===== config.mk =====
export PLATFORM = sky130hd
export DESIGN_NAME = resv_monitor
export DESIGN_NICKNAME = d
export VERILOG_FILES = /design/src/rtl/resv_pkg.sv /design/src/rtl/resv_ctrl.sv /design/src/rtl/resv_dpath.sv /design/src/rtl/resv_monitor.sv
export SDC_FILE = /design/constraint.sdc
export NUM_CORES = 1
export LEC_CHECK = 0
export BUFFER_PORTS_ARGS = -buffer_cell sky130_fd_sc_hd__buf_2
export CORE_MARGIN = 2
export CORE_UTILIZATION = 52
export CTS_CLUSTER_SIZE = 20
export DETAILED_ROUTE_END_ITERATION = 8
export GPL_TIMING_DRIVEN = 1
export PLACE_DENSITY_LB_ADDON = 0.05
export SLEW_MARGIN = 5
export SYNTH_ARGS = -nofsm -noshare
export SYNTH_HDL_FRONTEND = slang
export SYNTH_SLANG_ARGS = --single-unit

===== constraint.sdc =====
create_clock -name clk -period 3.2 [get_ports clk]
set_input_delay 0.8 -clock clk [delete_from_list [all_inputs] [get_ports clk]]
set_output_delay 0.8 -clock clk [all_outputs]
set_load 0.01 [all_outputs]

===== src/rtl/resv_pkg.sv =====
package resv_pkg;

  // Size codes: 0 = 1 byte, 1 = 2 bytes, 2 = 4 bytes, 3 = 8 bytes
  typedef logic [1:0] sizeCode_t;

  // Strobes from the decision logic to the state holder
  typedef struct packed {
    logic setRsv;   // install a new reservation
    logic clrRsv;   // kill the reservation
    logic scPass;   // store-conditional succeeds
    logic scFail;   // store-conditional fails
    logic scUndef;  // failure falls in the undefined case
  } resvStrobe_t;

endpackage


===== src/rtl/resv_ctrl.sv =====
module resv_ctrl
  import resv_pkg::*;
#(
  parameter int ADDR_W     = 32,
  parameter int REGION_LSB = 16
) (
  input  logic              clk,
  input  logic              rst,
  input  logic              lrValid,
  input  logic              scValid,
  input  logic [ADDR_W-1:0] scAddr,
  input  sizeCode_t         scSize,
  input  logic              snoopValid,
  input  logic [ADDR_W-1:0] snoopAddr,
  input  logic              rsvValid,
  input  sizeCode_t         rsvSize,
  input  logic [ADDR_W-1:0] rsvAddr,
  output resvStrobe_t       strb
);

  localparam int REGION_W = ADDR_W - REGION_LSB;

  logic snoopHit;
  logic liveRsv;
  logic exactMatch;
  logic sameRegion;

  always_comb begin
    snoopHit   = snoopValid && rsvValid && (snoopAddr == rsvAddr);
    // The snoop takes priority over a store-conditional in the same cycle
    liveRsv    = rsvValid && !snoopHit;
    exactMatch = (scSize == rsvSize) && (scAddr == rsvAddr);
    sameRegion = (scAddr[ADDR_W-1 -: REGION_W] == rsvAddr[ADDR_W-1 -: REGION_W]);

    strb.setRsv  = lrValid;
    strb.clrRsv  = scValid || snoopHit;
    strb.scPass  = scValid && liveRsv && exactMatch;
    strb.scFail  = scValid && !(liveRsv && exactMatch);
    strb.scUndef = scValid && liveRsv && !exactMatch && sameRegion;
  end

  // a matching snoop in the same cycle never lets the store through
  assert_snoop_wins_R10: assert property (@(posedge clk) disable iff (rst)
    (scValid && snoopValid && rsvValid && snoopAddr == rsvAddr) |-> (!strb.scPass && !strb.scUndef));

  // at most one verdict per request
  assert_one_verdict_R3: assert property (@(posedge clk) disable iff (rst)
    $onehot0({strb.scPass, strb.scFail}));

  // the undefined case is a kind of failure
  assert_undef_fails_R4: assert property (@(posedge clk) disable iff (rst)
    strb.scUndef |-> strb.scFail);

endmodule


===== src/rtl/resv_dpath.sv =====
module resv_dpath
  import resv_pkg::*;
#(
  parameter int ADDR_W      = 32,
  parameter int CNT_W       = 32,
  parameter int WARN_PERIOD = 100000
) (
  input  logic              clk,
  input  logic              rst,
  input  resvStrobe_t       strb,
  input  logic [ADDR_W-1:0] lrAddr,
  input  sizeCode_t         lrSize,
  input  logic              scOverflow,
  output logic              rsvValid,
  output sizeCode_t         rsvSize,
  output logic [ADDR_W-1:0] rsvAddr,
  output logic              storeEn,
  output logic              condValid,
  output logic [3:0]        condResult,
  output logic              undefFlag,
  output logic [CNT_W-1:0]  failCount,
  output logic              livelockWarn
);

  localparam int PER_W = $clog2(WARN_PERIOD + 1);
  localparam logic [PER_W-1:0] PER_LAST = PER_W'(WARN_PERIOD - 1);

  logic [PER_W-1:0] periodCnt;

  // Reservation state: a new load-reserve beats any clear in the same cycle
  always_ff @(posedge clk) begin
    if (rst) begin
      rsvValid <= 1'b0;
      rsvSize  <= '0;
      rsvAddr  <= '0;
    end else if (strb.setRsv) begin
      rsvValid <= 1'b1;
      rsvSize  <= lrSize;
      rsvAddr  <= lrAddr;
    end else if (strb.clrRsv) begin
      rsvValid <= 1'b0;
    end
  end

  // Registered results
  always_ff @(posedge clk) begin
    if (rst) begin
      storeEn    <= 1'b0;
      condValid  <= 1'b0;
      condResult <= '0;
      undefFlag  <= 1'b0;
    end else begin
      storeEn    <= strb.scPass;
      condValid  <= strb.scPass || strb.scFail;
      condResult <= (strb.scPass || strb.scFail) ? {2'b00, strb.scPass, scOverflow} : 4'b0000;
      undefFlag  <= strb.scUndef;
    end
  end

  // Consecutive failures and the livelock warning
  always_ff @(posedge clk) begin
    if (rst) begin
      failCount    <= '0;
      periodCnt    <= '0;
      livelockWarn <= 1'b0;
    end else begin
      livelockWarn <= 1'b0;
      if (strb.scPass) begin
        failCount <= '0;
        periodCnt <= '0;
      end else if (strb.scFail) begin
        failCount <= failCount + 1'b1;
        if (periodCnt == PER_LAST) begin
          periodCnt    <= '0;
          livelockWarn <= 1'b1;
        end else begin
          periodCnt <= periodCnt + 1'b1;
        end
      end
    end
  end

  // a store is only ever issued with a success code
  assert_store_on_pass_R7: assert property (@(posedge clk) disable iff (rst)
    storeEn |-> (condValid && condResult[1]));

  // an undefined case never stores
  assert_undef_nostore_R4: assert property (@(posedge clk) disable iff (rst)
    undefFlag |-> !storeEn);

  // a pass leaves the counter at zero
  assert_count_clear_R8: assert property (@(posedge clk) disable iff (rst)
    storeEn |-> (failCount == '0));

  // a warning only comes with a nonzero count and a failed result
  assert_warn_nonzero_R9: assert property (@(posedge clk) disable iff (rst)
    livelockWarn |-> (failCount != '0 && condValid && !condResult[1]));

  // a consumed reservation is dead unless reinstalled
  assert_sc_clears_R5: assert property (@(posedge clk) disable iff (rst)
    ((strb.scPass || strb.scFail) && !strb.setRsv) |=> !rsvValid);

endmodule


===== src/rtl/resv_monitor.sv =====
module resv_monitor
  import resv_pkg::*;
#(
  parameter int ADDR_W      = 32,
  parameter int CNT_W       = 32,
  parameter int WARN_PERIOD = 100000
) (
  input  logic              clk,
  input  logic              rst,
  input  logic              lrValid,
  input  logic [ADDR_W-1:0] lrAddr,
  input  logic [1:0]        lrSize,
  input  logic              scValid,
  input  logic [ADDR_W-1:0] scAddr,
  input  logic [1:0]        scSize,
  input  logic              scOverflow,
  input  logic              snoopValid,
  input  logic [ADDR_W-1:0] snoopAddr,
  output logic              storeEn,
  output logic              condValid,
  output logic [3:0]        condResult,
  output logic              undefFlag,
  output logic [CNT_W-1:0]  failCount,
  output logic              livelockWarn
);

  localparam int REGION_LSB = 16;

  resvStrobe_t       strb;
  logic              rsvValid;
  sizeCode_t         rsvSize;
  logic [ADDR_W-1:0] rsvAddr;

  resv_ctrl #(.ADDR_W(ADDR_W), .REGION_LSB(REGION_LSB)) uCtrl (
    .clk(clk), .rst(rst),
    .lrValid(lrValid), .scValid(scValid), .scAddr(scAddr), .scSize(scSize),
    .snoopValid(snoopValid), .snoopAddr(snoopAddr),
    .rsvValid(rsvValid), .rsvSize(rsvSize), .rsvAddr(rsvAddr),
    .strb(strb)
  );

  resv_dpath #(.ADDR_W(ADDR_W), .CNT_W(CNT_W), .WARN_PERIOD(WARN_PERIOD)) uDpath (
    .clk(clk), .rst(rst), .strb(strb),
    .lrAddr(lrAddr), .lrSize(lrSize), .scOverflow(scOverflow),
    .rsvValid(rsvValid), .rsvSize(rsvSize), .rsvAddr(rsvAddr),
    .storeEn(storeEn), .condValid(condValid), .condResult(condResult),
    .undefFlag(undefFlag), .failCount(failCount), .livelockWarn(livelockWarn)
  );

endmodule


==> reports/qor.yml <==
critical_path:
  rrSetupSlack_ns: 0.35
  rr_startpoint: "uDpath.rsvAddr[7]$_SDFFE_PP0P_"
  cp.required_ns: 3.49
  critical_path.startpoint: "snoopAddr[7]"
  r2r-end: "uDpath.failCount[27]$_SDFFE_PP0P_"
  criticalPathCategory: "in2reg"
  reg2reg_depth: 9
  cp-start-kind: "input pin"
  critPathCaptureType: "register"
  cp_max_fo: 10
  timing.critical_path.arrival_ns: 3.28
global_routing:
  antenna_found_initial: 0
  first_global_vias: 4490
  overflow: 0
  grt_pass1_wl_mm: 20.9
  grt_usage: 0.260
  grt_max_degree: 34
place:
  place.gp.congestion: 0.862
  place_hpwl_mm: 10.0
  place_area_mm2: 0.00579
  io_buffer_count: 143
power_and_ir_drop:
  p_sw_frac: 0.272
  clkPwrFrac: 0.355
  finalPower_mw: 2.32
  cellPowerDensity_mw_per_mm2: 387
  leakagePower_nw: 2.43
  switching_power_uw: 630
  intPower_mw: 1.69
  irDropWorstVdd_mv: 0.222
  p_seq_frac: 0.513
  combPwrFrac: 0.132
job:
  maxCapViolCount: 0
hold_path:
  hp-class: "reg2reg"
  min_path_cells: 2
  hp-start: "uDpath.periodCnt[1]$_SDFFE_PP0P_"
  hold_path_end: "uDpath.periodCnt[1]$_SDFFE_PP0P_"
finish:
  n_antenna_cell: 0
  layout-drive-gt1-share: 0.273
  nNetsFinal: 824
  area_growth_pct: 24.9
  layout_commonest_cell: "buf_2"
  finalInstanceArea_mm2: 0.00599
  final_cell_mix: "buf_2, dfxtp_1, xnor2_1, nor2_1, mux2i_1"
cts:
  ctsResizeCount: 0
  path_clk_slew_ns: 0.10
  clk_latency_ns: 0.35
  clock_sinks: 90
  cts_root_buffer: "clkbuf_8"
  cts_tree: "done"
  clk_path_buf_depth: 2
  htreeDepth: 3
  postCtsSetupBuffers: 0
  cts_hold_buf: 0
  cts_made_buffers: 9
synthesis:
  synth.distinct_cells: 50
  synth-edff-count: 0
  synth-main-ff-cell: "dfxtp_1"
  async_flop_share: 0
  ys_seq_area_frac: 0.376
  synth_area_mm2: 0.00480
  synth-seq-cells: 90
  syn-instance-count: 556
  synth.avg_cell_area_um2: 8.63
  synth_warnings: 0
floorplanning:
  dieArea_mm2: 0.0100
  pin_count: 146
  core_mm2: 0.00911
  die_x_um: 100
  start_util: 0.527
  rows: 35
  die_y_um: 100
timing:
  setup_violations: 0
  finalHoldViolations: 0
  rsz0062_at_grt: "no"
  max_clock_freq_mhz: 335
  period_share: 0.932
  worst_pin_slew_ns: 0.654
  skew_ns: 0.00986
  whs_ns: 0.473
  maxSlewViolCount: 0
  max_slew_margin: 0.564
  min_period_ns: 2.98
drt:
  drtPass1Iterations: 4
  wl_mm: 12.9
  dr_total_vias: 4635
  via_per_inst: 5.57
  wl_per_cell_um: 15.5
  antenna_left: 0
  first_iter_violations: 155
  drc: 0
run_status:
  status: "finished clean"
## per-stage QoR
step / cells / util / worst slack, ns / TNS [ns]
global route: 832 / 0.658 / 0.151 / 0
detailed placement: 816 / 0.635 / -0.131 / -1.04
floorplan: 557 / - / 0.298 / 0
global placement: 816 / 0.635 / -0.0677 / -0.238
finish: 832 / 0.658 / 0.217 / 0
CTS: 832 / 0.658 / 0.248 / 0
## sequential cells by signal (all words and copies together) (netlist names)
register and flops:
uDpath.failCount 32, uDpath.rsvAddr 32, uDpath.periodCnt 17, uDpath.condResult 2
uDpath.rsvSize 2, uDpath.condValid 1, uDpath.livelockWarn 1, uDpath.rsvValid 1
uDpath.storeEn 1, uDpath.undefFlag 1
## layer usage
metal	vias to the layer above	GRT usage	part of all wire
met2	139	0.458	0.50
met1	2152	0.316	0.43
li1	2327	-	-
met4	0	0.0822	0.014
met5	-	0	0
met3	17	0.0585	0.059
## cell type report
type	count	area, um2
Fill cell	816	3120
Multi-Input combinational cell	430	2850
Sequential cell	90	1800
Timing Repair Buffer	172	946
Tap cell	111	139
Clock buffer	9	124
Clock inverter	7	81.3
Inverter	13	48.8
## critical path, stage by stage
cell       delay, ns
buf_2           0.10
xnor2_1         0.26
nand4_1         0.15
or4_4           0.56
o311ai_4        0.33
buf_12          0.16
o2111ai_2       0.14
buf_4           0.21
or4_1           0.40
a21oi_1         0.15
## synth_stat cells (11+ instances only)
| cell type | instances | area, um2 |
|---|---|---|
| o31ai_1 | 11 | 82.6 |
| or3_1 | 17 | 106 |
| inv_1 | 13 | 48.8 |
| clkbuf_1 | 12 | 45.0 |
| and3_1 | 13 | 81.3 |
| or4_1 | 12 | 90.1 |
| o21ai_0 | 28 | 140 |
| a21oi_1 | 32 | 160 |
| xnor2_1 | 67 | 587 |
| nand4_1 | 27 | 169 |
| nand2_1 | 26 | 97.6 |
| nor2_1 | 59 | 221 |
| dfxtp_1 | 90 | 1800 |
| mux2i_1 | 35 | 350 |
| nand3_1 | 18 | 90.1 |
## power by group through the flow
stage / sequential (mW) / combinational, mW / clock, mW
after floorplan: 1.21 / 0.176 / 0
after global placement: 1.21 / 0.301 / 0
after detailed placement: 1.21 / 0.307 / 0
after CTS: 1.19 / 0.309 / 0.845
after global routing: 1.19 / 0.338 / 0.886
final: 1.19 / 0.307 / 0.822
## kinds of logic after synthesis
family / count (synthesis) / synth area share
xor gates and xnor gates: 75 / 0.137
adders and majority gates: 2 / 0.00522
DFF: 90 / 0.376
other: 1 / 0.000782
and+or+nand+nor: 222 / 0.253
buffers and inverters: 37 / 0.0318
AOI/OAI and AO/OA: 93 / 0.122
muxes: 36 / 0.0754
## how the worst max path moves through the flow
stage / to / slack (ns) / depth (start not counted)
after global placement: uDpath.failCount[27]$_SDFFE_PP0P_ / -0.07 / 10
after floorplan: uDpath.failCount[21]$_SDFFE_PP0P_ / 0.30 / 7
after global routing: uDpath.failCount[19]$_SDFFE_PP0P_ / 0.15 / 10
after CTS: uDpath.failCount[25]$_SDFFE_PP0P_ / 0.25 / 10
after detailed placement: uDpath.failCount[27]$_SDFFE_PP0P_ / -0.13 / 10
final: uDpath.failCount[27]$_SDFFE_PP0P_ / 0.22 / 10
Power figures use the tool's default switching activity.
